[config.mk]
export PLATFORM = sky130hd
export DESIGN_NAME = ring_dma_chan
export DESIGN_NICKNAME = d
export VERILOG_FILES = /design/src/rtl/ring_dma_pkg.sv /design/src/rtl/ring_dma_agen.sv /design/src/rtl/ring_dma_regs.sv /design/src/rtl/ring_dma_seq.sv /design/src/rtl/ring_dma_chan.sv
export SDC_FILE = /design/constraint.sdc
export NUM_CORES = 1
export LEC_CHECK = 0
export BUFFER_PORTS_ARGS = -buffer_cell sky130_fd_sc_hd__buf_2
export CAP_MARGIN = 20
export CORE_MARGIN = 10
export CORE_UTILIZATION = 40
export CTS_BUF_LIST = sky130_fd_sc_hd__clkbuf_4 sky130_fd_sc_hd__clkbuf_8
export DETAILED_ROUTE_END_ITERATION = 10
export GPL_ROUTABILITY_DRIVEN = 0
export GPL_TIMING_DRIVEN = 0
export HOLD_SLACK_MARGIN = 0.12
export RECOVER_POWER = 50
export SLEW_MARGIN = 20
export SYNTH_ARGS = -nofsm -noshare
export SYNTH_HDL_FRONTEND = slang
export SYNTH_HIERARCHICAL = 1
export SYNTH_SLANG_ARGS = --single-unit
[constraint.sdc]
create_clock -name clk -period 6.7 [get_ports clk]
set_input_delay 0.335 -clock clk [delete_from_list [all_inputs] [get_ports clk]]
set_output_delay 0.335 -clock clk [all_outputs]
set_load 0.1 [all_outputs]
[src/rtl/ring_dma_pkg.sv]
package ring_dma_pkg;
  localparam int DESC_WORDS = 8;
  localparam int DESC_ALIGN = $clog2(DESC_WORDS * 4);

  typedef logic [2:0] dword_t;

  // register indices
  localparam logic [2:0] RA_CTRL  = 3'd0;
  localparam logic [2:0] RA_PTR   = 3'd1;
  localparam logic [2:0] RA_BELL  = 3'd2;
  localparam logic [2:0] RA_STAT  = 3'd3;
  localparam logic [2:0] RA_IRQ   = 3'd4;
  localparam logic [2:0] RA_RESID = 3'd5;

  // status bit positions
  localparam int ST_HALT_BIT = 0;
  localparam int ST_BELL_BIT = 1;
  localparam int ST_CURV_BIT = 2;

  // flags word bit positions
  localparam int FL_VALID = 0;
  localparam int FL_IE    = 1;

  // descriptor word offsets
  localparam dword_t DW_FLAGS = 3'd0;
  localparam dword_t DW_NEXT  = 3'd1;
  localparam dword_t DW_COUNT = 3'd2;
  localparam dword_t DW_SRC   = 3'd3;
  localparam dword_t DW_DST   = 3'd4;
  localparam dword_t DW_SATTR = 3'd5;
  localparam dword_t DW_DATTR = 3'd6;
  localparam dword_t DW_STAT  = 3'd7;

  typedef enum logic [1:0] {
    AM_INC    = 2'd0,
    AM_STATIC = 2'd1,
    AM_BURST  = 2'd2,
    AM_RSVD   = 2'd3
  } addr_mode_e;

  typedef enum logic [2:0] {
    S_IDLE,
    S_WAIT,
    S_FETCH,
    S_RD,
    S_WR,
    S_STAT,
    S_FLAG
  } seq_state_e;
endpackage

[src/rtl/ring_dma_agen.sv]
module ring_dma_agen
  import ring_dma_pkg::*;
#(
  parameter int AW = 32
) (
  input  logic          clk,
  input  logic          rst_n,
  input  logic          ld_addr,
  input  logic          ld_mode,
  input  logic          step,
  input  logic [AW-1:0] din,
  output logic [AW-1:0] addr
);
  localparam logic [AW-1:0] WORD_BYTES = AW'(4);

  logic [AW-1:0] addr_q, addr_d;
  addr_mode_e    mode_q, mode_d;

  always_comb begin
    addr_d = addr_q;
    mode_d = mode_q;
    if (ld_mode) mode_d = addr_mode_e'(din[1:0]);
    if (ld_addr) begin
      addr_d = din;
    end else if (step && (mode_q != AM_STATIC)) begin
      addr_d = addr_q + WORD_BYTES;
    end
  end

  always_ff @(posedge clk or negedge rst_n) begin
    if (!rst_n) begin
      addr_q <= '0;
      mode_q <= AM_INC;
    end else begin
      if (ld_addr || step) addr_q <= addr_d;
      if (ld_mode)         mode_q <= mode_d;
    end
  end

  assign addr = addr_q;
endmodule

[src/rtl/ring_dma_regs.sv]
module ring_dma_regs
  import ring_dma_pkg::*;
#(
  parameter int AW = 32,
  parameter int CW = 16
) (
  input  logic                   clk,
  input  logic                   rst_n,
  input  logic                   reg_wr,
  input  logic [2:0]             reg_addr,
  input  logic [31:0]            reg_wdata,
  output logic [31:0]            reg_rdata,
  input  logic                   halted,
  input  logic                   cur_valid,
  input  logic [AW-1:0]          cur_ptr,
  input  logic [CW-1:0]          resid,
  input  logic                   bell_take,
  input  logic                   irq_set,
  output logic                   en,
  output logic                   bell_pend,
  output logic                   irq,
  output logic                   ptr_wr,
  output logic [AW-1:DESC_ALIGN] ptr_wdata,
  output logic                   clr_curv
);
  logic en_q, en_d;
  logic bell_q, bell_d;
  logic irq_q, irq_d;
  logic wr_ctrl, wr_bell, wr_stat, wr_irq;
  logic unused_wbits;

  assign wr_ctrl = reg_wr && (reg_addr == RA_CTRL);
  assign wr_bell = reg_wr && (reg_addr == RA_BELL);
  assign wr_stat = reg_wr && (reg_addr == RA_STAT);
  assign wr_irq  = reg_wr && (reg_addr == RA_IRQ);

  assign unused_wbits = ^reg_wdata[DESC_ALIGN-1:3];

  always_comb begin
    en_d = en_q;
    if (wr_ctrl) en_d = reg_wdata[0];

    bell_d = bell_q;
    if (bell_take || (wr_stat && reg_wdata[ST_BELL_BIT])) bell_d = 1'b0;
    if (wr_bell) bell_d = 1'b1;

    irq_d = irq_q;
    if (wr_irq)  irq_d = 1'b0;
    if (irq_set) irq_d = 1'b1;
  end

  always_ff @(posedge clk or negedge rst_n) begin
    if (!rst_n) begin
      en_q   <= 1'b0;
      bell_q <= 1'b0;
      irq_q  <= 1'b0;
    end else begin
      if (wr_ctrl) en_q <= en_d;
      if (wr_bell || wr_stat || bell_take) bell_q <= bell_d;
      if (wr_irq || irq_set) irq_q <= irq_d;
    end
  end

  always_comb begin
    reg_rdata = '0;
    unique case (reg_addr)
      RA_CTRL:  reg_rdata[0] = en_q;
      RA_PTR:   reg_rdata = 32'(cur_ptr);
      RA_STAT: begin
        reg_rdata[ST_HALT_BIT] = halted;
        reg_rdata[ST_BELL_BIT] = bell_q;
        reg_rdata[ST_CURV_BIT] = cur_valid;
      end
      RA_IRQ:   reg_rdata[0] = irq_q;
      RA_RESID: reg_rdata = 32'(resid);
      default:  reg_rdata = '0;
    endcase
  end

  assign en        = en_q;
  assign bell_pend = bell_q;
  assign irq       = irq_q;
  assign ptr_wr    = reg_wr && (reg_addr == RA_PTR);
  assign ptr_wdata = reg_wdata[AW-1:DESC_ALIGN];
  assign clr_curv  = wr_stat && reg_wdata[ST_CURV_BIT];
endmodule

[src/rtl/ring_dma_seq.sv]
module ring_dma_seq
  import ring_dma_pkg::*;
#(
  parameter int          AW        = 32,
  parameter int          CW        = 16,
  parameter logic [31:0] DONE_CODE = 32'h0000_0001
) (
  input  logic                   clk,
  input  logic                   rst_n,
  input  logic                   en,
  input  logic                   bell_pend,
  input  logic                   ptr_wr,
  input  logic [AW-1:DESC_ALIGN] ptr_wdata,
  input  logic                   clr_curv,
  output logic                   mem_req,
  output logic                   mem_we,
  output logic [AW-1:0]          mem_addr,
  output logic [31:0]            mem_wdata,
  input  logic                   mem_ack,
  input  logic [31:0]            mem_rdata,
  output logic                   halted,
  output logic                   cur_valid,
  output logic [AW-1:0]          cur_ptr,
  output logic [CW-1:0]          resid,
  output logic                   bell_take,
  output logic                   irq_set
);
  localparam int              SIDES      = 2;
  localparam int              SIDE_SRC   = 0;
  localparam int              SIDE_DST   = 1;
  localparam dword_t          LAST_FETCH = DW_DATTR;
  localparam logic [CW-1:0]   BEAT_BYTES = CW'(4);

  seq_state_e                state_q, state_d;
  dword_t                    widx_q, widx_d;
  logic [AW-1:DESC_ALIGN]    ptr_q, ptr_d;
  logic [AW-1:DESC_ALIGN]    next_q, next_d;
  logic [31:0]               flags_q, flags_d;
  logic [CW-1:0]             cnt_q, cnt_d;
  logic [31:0]               data_q, data_d;
  logic                      curv_q, curv_d;

  logic [SIDES-1:0]          ld_addr, ld_mode;
  logic                      step;
  logic [AW-1:0]             side_addr [SIDES];

  for (genvar s = 0; s < SIDES; s++) begin : g_side
    ring_dma_agen #(.AW(AW)) u_agen (
      .clk     (clk),
      .rst_n   (rst_n),
      .ld_addr (ld_addr[s]),
      .ld_mode (ld_mode[s]),
      .step    (step),
      .din     (mem_rdata[AW-1:0]),
      .addr    (side_addr[s])
    );
  end

  // next-state logic
  always_comb begin
    state_d   = state_q;
    widx_d    = widx_q;
    ptr_d     = ptr_q;
    next_d    = next_q;
    flags_d   = flags_q;
    cnt_d     = cnt_q;
    data_d    = data_q;
    curv_d    = curv_q;
    bell_take = 1'b0;
    irq_set   = 1'b0;
    step      = 1'b0;
    ld_addr   = '0;
    ld_mode   = '0;

    if (clr_curv) curv_d = 1'b0;

    unique case (state_q)
      S_IDLE: begin
        if (ptr_wr) ptr_d = ptr_wdata;
        if (en && bell_pend) begin
          bell_take = 1'b1;
          widx_d    = DW_FLAGS;
          state_d   = S_FETCH;
        end
      end
      S_WAIT: begin
        if (!en) begin
          state_d = S_IDLE;
        end else if (bell_pend) begin
          bell_take = 1'b1;
          widx_d    = DW_FLAGS;
          state_d   = S_FETCH;
        end
      end
      S_FETCH: begin
        if (mem_ack) begin
          unique case (widx_q)
            DW_FLAGS: flags_d = mem_rdata;
            DW_NEXT:  next_d  = mem_rdata[AW-1:DESC_ALIGN];
            DW_COUNT: cnt_d   = mem_rdata[CW-1:0];
            DW_SRC:   ld_addr[SIDE_SRC] = 1'b1;
            DW_DST:   ld_addr[SIDE_DST] = 1'b1;
            DW_SATTR: ld_mode[SIDE_SRC] = 1'b1;
            DW_DATTR: ld_mode[SIDE_DST] = 1'b1;
            default:  ;
          endcase
          widx_d = widx_q + 3'd1;
          if ((widx_q == DW_FLAGS) && mem_rdata[FL_VALID]) curv_d = 1'b1;
          if (!en) begin
            state_d = S_IDLE;
          end else if ((widx_q == DW_FLAGS) && !mem_rdata[FL_VALID]) begin
            state_d = S_WAIT;
          end else if (widx_q == LAST_FETCH) begin
            state_d = (cnt_q == '0) ? S_STAT : S_RD;
          end
        end
      end
      S_RD: begin
        if (mem_ack) begin
          data_d  = mem_rdata;
          state_d = en ? S_WR : S_IDLE;
        end
      end
      S_WR: begin
        if (mem_ack) begin
          step  = 1'b1;
          cnt_d = (cnt_q > BEAT_BYTES) ? (cnt_q - BEAT_BYTES) : '0;
          if (!en)                       state_d = S_IDLE;
          else if (cnt_q <= BEAT_BYTES)  state_d = S_STAT;
          else                           state_d = S_RD;
        end
      end
      S_STAT: begin
        if (mem_ack) state_d = en ? S_FLAG : S_IDLE;
      end
      S_FLAG: begin
        if (mem_ack) begin
          ptr_d   = next_q;
          irq_set = flags_q[FL_IE];
          curv_d  = 1'b0;
          widx_d  = DW_FLAGS;
          state_d = en ? S_FETCH : S_IDLE;
        end
      end
      default: state_d = S_IDLE;
    endcase
  end

  // registers
  always_ff @(posedge clk or negedge rst_n) begin
    if (!rst_n) begin
      state_q <= S_IDLE;
      widx_q  <= DW_FLAGS;
      ptr_q   <= '0;
      next_q  <= '0;
      flags_q <= '0;
      cnt_q   <= '0;
      data_q  <= '0;
      curv_q  <= 1'b0;
    end else begin
      state_q <= state_d;
      curv_q  <= curv_d;
      if (mem_ack || state_q == S_IDLE || state_q == S_WAIT) begin
        widx_q  <= widx_d;
        ptr_q   <= ptr_d;
        next_q  <= next_d;
        flags_q <= flags_d;
        cnt_q   <= cnt_d;
        data_q  <= data_d;
      end
    end
  end

  // memory port drive, held steady by the registered state
  always_comb begin
    mem_req   = 1'b0;
    mem_we    = 1'b0;
    mem_addr  = {ptr_q, DW_FLAGS, 2'b00};
    mem_wdata = data_q;
    unique case (state_q)
      S_FETCH: begin
        mem_req  = 1'b1;
        mem_addr = {ptr_q, widx_q, 2'b00};
      end
      S_RD: begin
        mem_req  = 1'b1;
        mem_addr = side_addr[SIDE_SRC];
      end
      S_WR: begin
        mem_req  = 1'b1;
        mem_we   = 1'b1;
        mem_addr = side_addr[SIDE_DST];
      end
      S_STAT: begin
        mem_req   = 1'b1;
        mem_we    = 1'b1;
        mem_addr  = {ptr_q, DW_STAT, 2'b00};
        mem_wdata = DONE_CODE;
      end
      S_FLAG: begin
        mem_req   = 1'b1;
        mem_we    = 1'b1;
        mem_addr  = {ptr_q, DW_FLAGS, 2'b00};
        mem_wdata = flags_q & ~(32'h1 << FL_VALID);
      end
      default: ;
    endcase
  end

  assign halted    = (state_q == S_IDLE);
  assign cur_valid = curv_q;
  assign cur_ptr   = {ptr_q, {DESC_ALIGN{1'b0}}};
  assign resid     = cnt_q;
endmodule

[src/rtl/ring_dma_chan.sv]
module ring_dma_chan
  import ring_dma_pkg::*;
#(
  parameter int          AW        = 32,
  parameter int          CW        = 16,
  parameter logic [31:0] DONE_CODE = 32'h0000_0001
) (
  input  logic          clk,
  input  logic          rst_n,
  input  logic          reg_wr,
  input  logic [2:0]    reg_addr,
  input  logic [31:0]   reg_wdata,
  output logic [31:0]   reg_rdata,
  output logic          mem_req,
  output logic          mem_we,
  output logic [AW-1:0] mem_addr,
  output logic [31:0]   mem_wdata,
  input  logic          mem_ack,
  input  logic [31:0]   mem_rdata,
  output logic          irq
);
  logic [1:0]             rst_pipe;
  logic                   rst_q_n;
  logic                   en, bell_pend, bell_take, irq_set;
  logic                   halted, cur_valid, ptr_wr, clr_curv;
  logic [AW-1:0]          cur_ptr;
  logic [CW-1:0]          resid;
  logic [AW-1:DESC_ALIGN] ptr_wdata;

  always_ff @(posedge clk or negedge rst_n) begin
    if (!rst_n) rst_pipe <= '0;
    else        rst_pipe <= {rst_pipe[0], 1'b1};
  end
  assign rst_q_n = rst_pipe[1];

  ring_dma_regs #(.AW(AW), .CW(CW)) u_regs (
    .clk       (clk),
    .rst_n     (rst_q_n),
    .reg_wr    (reg_wr),
    .reg_addr  (reg_addr),
    .reg_wdata (reg_wdata),
    .reg_rdata (reg_rdata),
    .halted    (halted),
    .cur_valid (cur_valid),
    .cur_ptr   (cur_ptr),
    .resid     (resid),
    .bell_take (bell_take),
    .irq_set   (irq_set),
    .en        (en),
    .bell_pend (bell_pend),
    .irq       (irq),
    .ptr_wr    (ptr_wr),
    .ptr_wdata (ptr_wdata),
    .clr_curv  (clr_curv)
  );

  ring_dma_seq #(.AW(AW), .CW(CW), .DONE_CODE(DONE_CODE)) u_seq (
    .clk       (clk),
    .rst_n     (rst_q_n),
    .en        (en),
    .bell_pend (bell_pend),
    .ptr_wr    (ptr_wr),
    .ptr_wdata (ptr_wdata),
    .clr_curv  (clr_curv),
    .mem_req   (mem_req),
    .mem_we    (mem_we),
    .mem_addr  (mem_addr),
    .mem_wdata (mem_wdata),
    .mem_ack   (mem_ack),
    .mem_rdata (mem_rdata),
    .halted    (halted),
    .cur_valid (cur_valid),
    .cur_ptr   (cur_ptr),
    .resid     (resid),
    .bell_take (bell_take),
    .irq_set   (irq_set)
  );
endmodule

==> results.cfg, run 1 <==
[setup_path]
reg2regPathDepth = 1
slowest_stage = clkbuf_1
end_kind = async pin
regToRegSetupSlack_ns = 2.27
cp.depth = 1
slowest_delay_ns = 2.17
crit_buf_inv = 1
cp_cell_sequence = clkbuf_1
critPathMaxFanout = 52
start_kind = flip-flop
crit_type = reg -> async
crit_family = buffers and inverters
required_ns = 6.68
arrival_ns = 4.41

[power]
combPwrFrac = 0.466
power_density_mw_per_mm2 = 468
seq_power_share = 0.337
finalPower_uw = 6650
leakagePower_uw = 0.00638
power.switching_uw = 3320
clock_power_share = 0.197
switching_share = 0.499
peakVddDrop_v = 0.000460
power.internal_uw = 3330

[grt]
grt_pass1_wl_um = 60800
gr-usage-all-layers = 0.211
grt_pass1_vias = 10400
grt_max_degree = 53
antenna_found_initial = 0
grt-ovfl-total = 0

[detailed_routing]
vias = 10200
totalWireLength_um = 39000
wl_per_cell_um = 21.0
ant_nets = 0
drtIter0Drc = 870
drc = 0
firstDrtPassIters = 5
viasPerCell = 5.51

[clocking]
cts.sinks = 213
cts_max_level = 2
numCtsBuffers = 40
cts_hold_buf = 55
cts-root-buf = clkbuf_8
clock_path_buffers = 3
cts_resized = 0
clock_latency_ns = 0.54
clk_pin_slew_ns = 0.06
cts_tree = done
cts_setup_buffers = 0

[synthesis]
syn_area_mm2 = 0.0116
synth_largest_area_cell = dfrtp_1
syn_inst = 1203
synth-edff-count = 0
async_flop_share = 1.00
ys.warnings.count = 6
synthDistinctLibCells = 58
synth_seq_cells = 213
synthFlopType = dfrtp_1
avgSynthCellArea_um2 = 9.64
synthTopCellsByArea = dfrtp_1 46%, mux2_2 8.6%, nand2_1 6.8%, a22o_1 4.1%, xnor2_1 3.0%
synth_top_area_frac = 0.459
ys_seq_area_frac = 0.459

[die]
row_count = 62
die-area_mm2 = 0.0362
fp.dieW_um = 190
core-area_mm2 = 0.0286
start_util = 0.405
ios = 170
die_h_um = 190

[final_layout]
n_antenna_cell = 0
drive_gt1_frac = 0.240
fill_cells = 2712
multi_input_area_mm2 = 0.00565
final_nets = 1528
ff_latch_area_mm2 = 0.00533
final_cell_mix = 213 x dfrtp_1, 210 x nand2_1, 133 x buf_2, 89 x mux2_2, 67 x clkbuf_1
fin_util = 0.496
final_cell_area_mm2 = 0.0142
fin_cells = 1859
area_growth_pct = 22.5
final_common_cell = dfrtp_1

[placement]
place_inst = 1734
portBuffers = 139
post_dp_cell_area_mm2 = 0.0129
hpwlAfterDp_um = 28700

[sta]
hold_viol = 0
holdWs_ns = 0.144
min_period_ns = 4.43
clock_skew_ns = 0.0277
worst_slew_pin_slew_ns = 2.94
setup_viol = 0
slew_headroom = -0.960
max_freq_mhz = 226
drv_slew = 148
rsz0062_at_grt = no
min_period_over_period = 0.661

[outcome]
violations = max-capacitance violations, max-slew violations
status = finished with violations

[run]
drv_cap = 3

[min_path]
hp-class = in -> reg
min_path_cells = 3
-- power groups by stage --
stage | Clock [uW] | Sequential, uW | Combinational (uW)
3_3_place_gp | 0 | 2250 | 3030
3_5_place_dp | 0 | 2250 | 3080
4_1_cts | 1340 | 2230 | 3120
2_1_floorplan | 0 | 2120 | 2580
5_1_grt | 1410 | 2310 | 3260
6_report | 1310 | 2240 | 3100
-- registers in the layout, summed over array words and instances, names as in the netlist, 2 cells and up --
signal,count
u_seq/ptr_q,27
u_seq/next_q,27
u_seq/state_q,3
u_seq/g_side.u_agen/addr,64
u_seq/data_q,32
u_seq/widx_q,3
u_seq/g_side.u_agen/mode_q,4
rst_pipe,2
u_seq/resid,16
u_seq/flags_q,31
-- path summary, 6_finish.rpt --
kind | from | to
max | rst_pipe[1] | u_seq/data_q[10]
min | mem_rdata[10] | u_seq/g_side[0].u_agen/addr[10]
max reg2reg | rst_pipe[1] | u_seq/data_q[10]
min reg2reg | rst_pipe[0] | rst_pipe[1]
max in group clk | u_seq/state_q[2] | u_seq/g_side[0].u_agen/addr[28]
min in group asynchronous | rst_n | rst_pipe[1]
-- stage by stage --
stage | setup TNS (ns) | setup WS, ns
after floorplan | 0 | 0.325
after global placement | -515.40 | -2.46
after detailed placement | 0 | 2.63
after CTS | 0 | 2.63
after global routing | 0 | 1.41
final | 0 | 2.27
-- Yosys cell counts (all sizes together) (7+ instances only) --
| cell type | n |
|---|---|
| mux2 | 101 |
| nor4 | 21 |
| ha | 10 |
| inv | 20 |
| o21ai | 92 |
| and3 | 14 |
| or3 | 8 |
| nand4 | 13 |
| and2 | 24 |
| buf | 52 |
| nor2 | 68 |
| a21oi | 11 |
| clkbuf | 51 |
| nor2b | 7 |
| a31oi | 35 |
| a22oi | 28 |
| nand2b | 7 |
| mux2i | 9 |
| xnor2 | 40 |
| nand3 | 32 |
| nor3 | 16 |
| nand2 | 210 |
| dfrtp | 213 |
| a22o | 54 |
| xor2 | 14 |
-- per-layer routing --
layer	GRT usage	wire length, um	vias up
li1	-	-	4722
met1	0.279	17200	5055
met2	0.335	17900	410
met3	0.0501	2930	60
met4	0.0645	902	0
met5	0	0	-
-- layout make-up --
type | count | share of cell area
clock buffers | 65 | 0.0568
inverters | 20 | 0.00528
well taps | 384 | 0.0338
multi-input cells | 871 | 0.398
clock inverters | 5 | 0.00176
plain buffers | 103 | 0.0392
flip-flops and latches | 213 | 0.375
repair buffers | 198 | 0.0902
-- cells by family (layout without fill, tap and decap cells) --
kind of cell	after synthesis	after routing	synth area share
muxes	110	110	0.106
other	2	6	0.000647
AOI/OAI and AO/OA	247	247	0.142
adders and majority gates	10	10	0.0108
buffers and inverters	123	391	0.0547
and+or+nand+nor	444	444	0.186
DFF	213	213	0.459
xor gates and xnor gates	54	54	0.0408
(Power assumes the default switching activity.)
==> run 2, diff against run 1 <==
Clock period 6.7 ns to 4.35 ns, I/O delays scaled along.
==> run 2 against run 1 <==
  * The flow still finishes with violations (max-capacitance violations, max-slew violations)
  * Design area up 0.63%
  * Critical endpoint is now u_seq/g_side[0].u_agen/addr[28]
  * Via count down 0.33%
  * Clock power grew 50%
  * First-iteration DRC count fell by 9.8%
  * Die area is the same
  * Combinational power increased by 55%
  * Worst hold slack better by 0.068 ns
  * Critical path depth rose by 8
==> results.cfg, run 2 (synthesis gave the netlist of run 1 again) <==
[outcome]
status = finished with violations
violations = max-capacitance violations, max-slew violations

[sta]
setup_viol = 0
rsz0062_at_grt = no
min_period_ns = 4.18
clock_skew_ns = 0.0129
hold_viol = 0
drv_slew = 80
timing.setup.tns_ns = 0
max_freq_mhz = 239
slew_headroom = -0.416
min_period_over_period = 0.960
worst_slew_pin_slew_ns = 2.12

[final_layout]
fill_cells = 2706
area_growth_pct = 23.2
largest_reg_flops = 64
fin_util = 0.500
final_common_cell = dfrtp_1
final_cell_mix = 213 x dfrtp_1, 210 x nand2_1, 120 x buf_2, 89 x mux2_2, 78 x clkbuf_1
final_nets = 1540
drive_gt1_frac = 0.229

[die]
die-area_mm2 = 0.0362
row_count = 62
die_h_um = 190
fp.dieW_um = 190
start_util = 0.405
ios = 170
core-area_mm2 = 0.0286

[power]
leakagePower_uw = 0.00636
power.switching_uw = 5100
power_density_mw_per_mm2 = 713
combPwrFrac = 0.470
power.internal_uw = 5100
switching_share = 0.500
clock_power_share = 0.192
peakVddDrop_v = 0.000636
seq_power_share = 0.338

[grt]
grt_max_degree = 54
grt_pass1_wl_um = 61200
gr-usage-all-layers = 0.213
antenna_found_initial = 0
grt_pass1_vias = 10500
grt-ovfl-total = 0

[clocking]
cts-root-buf = clkbuf_8
clock_path_buffers = 3
cts_max_level = 2
clock_latency_ns = 0.54
cts.sinks = 213
numCtsBuffers = 39
cts_tree = done
clk_pin_slew_ns = 0.06
cts_setup_buffers = 0

[setup_path]
required_ns = 4.75
start_kind = flip-flop
crit_type = reg -> reg
end_kind = flip-flop
slowest_delay_ns = 0.96
critPathMaxFanout = 10
crit_buf_inv = 2
regToRegSetupSlack_ns = 0.17
crit_family = simple AND/OR/NAND/NOR gates
slowest_stage = nor4b_2
arrival_ns = 4.58
cp_cell_sequence = inv_1 > nor3_1 > clkbuf_1 > and2_1 > nand2_1 > nor4b_2 > and4bb_2 > xnor2_1 > o21ai_1

[detailed_routing]
vias = 10200
totalWireLength_um = 39300
firstDrtPassIters = 7
drc = 0
viasPerCell = 5.46
wl_per_cell_um = 21.0
ant_nets = 0
drtIter0Drc = 785

[run]
drv_cap = 2

[placement]
portBuffers = 139
hpwlAfterDp_um = 29000

[min_path]
hp-class = in -> reg
-- run 2: changes by cell type in the layout (fill, tap and decap cells not counted), moves of 2 or more --
cell | previous run | this run
dlygate4sd3_1 | 55 | 68
clkbuf_2 | 0 | 2
clkbuf_8 | 51 | 49
buf_2 | 133 | 120
buf_12 | 2 | 0
clkbuf_1 | 67 | 78
-- run 2: path summary, 6_finish.rpt --
path,from,endpoint,cells past startpoint
max in group asynchronous,rst_pipe[1],u_seq/ptr_q[6],2
worst min-delay path,mem_ack,u_seq/g_side[1].u_agen/mode_q[1],4
worst max-delay path,u_seq/state_q[2],u_seq/g_side[0].u_agen/addr[28],9
worst max register to register,u_seq/state_q[2],u_seq/g_side[0].u_agen/addr[28],9
worst min register to register,rst_pipe[0],rst_pipe[1],0
min in group asynchronous,rst_n,rst_pipe[0],3
-- run 2: tightest hold or removal path: stages --
cell and delay, ns:
buf_2 0.13, nand2_1 0.07, nor2_1 0.07, mux2_2 0.21
-- run 2: timing repair --
| action | CTS | global route |
|---|---|---|
| hold buffers | 68 | 0 |
| setup endpoints to repair | 0 | 1 |
| gates resized for setup | 0 | 1 |
| endpoints found under the hold margin | 198 | 0 |
-- run 2: final cells by class --
cell class	instances	area, um^2	share of cell area
multi-input combinational	871	5670	0.396
sequential	213	5330	0.373
timing repair buffer	211	1390	0.0970
clock buffer	63	779	0.0545
buffer	103	558	0.0390
tap	384	480	0.0336
inverter	20	75.1	0.00525
clock inverter	4	20.0	0.00140
antenna	1	2.50	0.000175
-- run 2: per-stage QoR --
step	setup WS [ns]	instance area [um^2]	total power [uW]	instances	hold slack [ns]
after floorplan	0.845	11600	7250	1207	-0.0781
after global placement	-0.678	12800	8130	1730	0.00316
after detailed placement	0.304	12900	8220	1734	0.00450
after CTS	0.279	14400	10300	1869	0.181
after global routing	0.0353	14300	10700	1869	0.239
final	0.174	14300	10200	1870	0.212
-- run 2: power by group through the flow --
stage                     Combinational (uW)  Sequential (uW)  Clock, uW
final                                   4790             3450       1960
after global routing                    5040             3560       2100
after CTS                               4830             3430       2000
after detailed placement                4760             3460          0
after global placement                  4670             3460          0
after floorplan                         3980             3270          0
-- run 2: per-layer routing --
layer | vias up | wire [um] | global-route usage
met4 | 0 | 720 | 0.0545
met2 | 346 | 18500 | 0.348
met5 | - | 0 | 0
met1 | 5071 | 17800 | 0.287
li1 | 4746 | - | -
met3 | 50 | 2280 | 0.0364
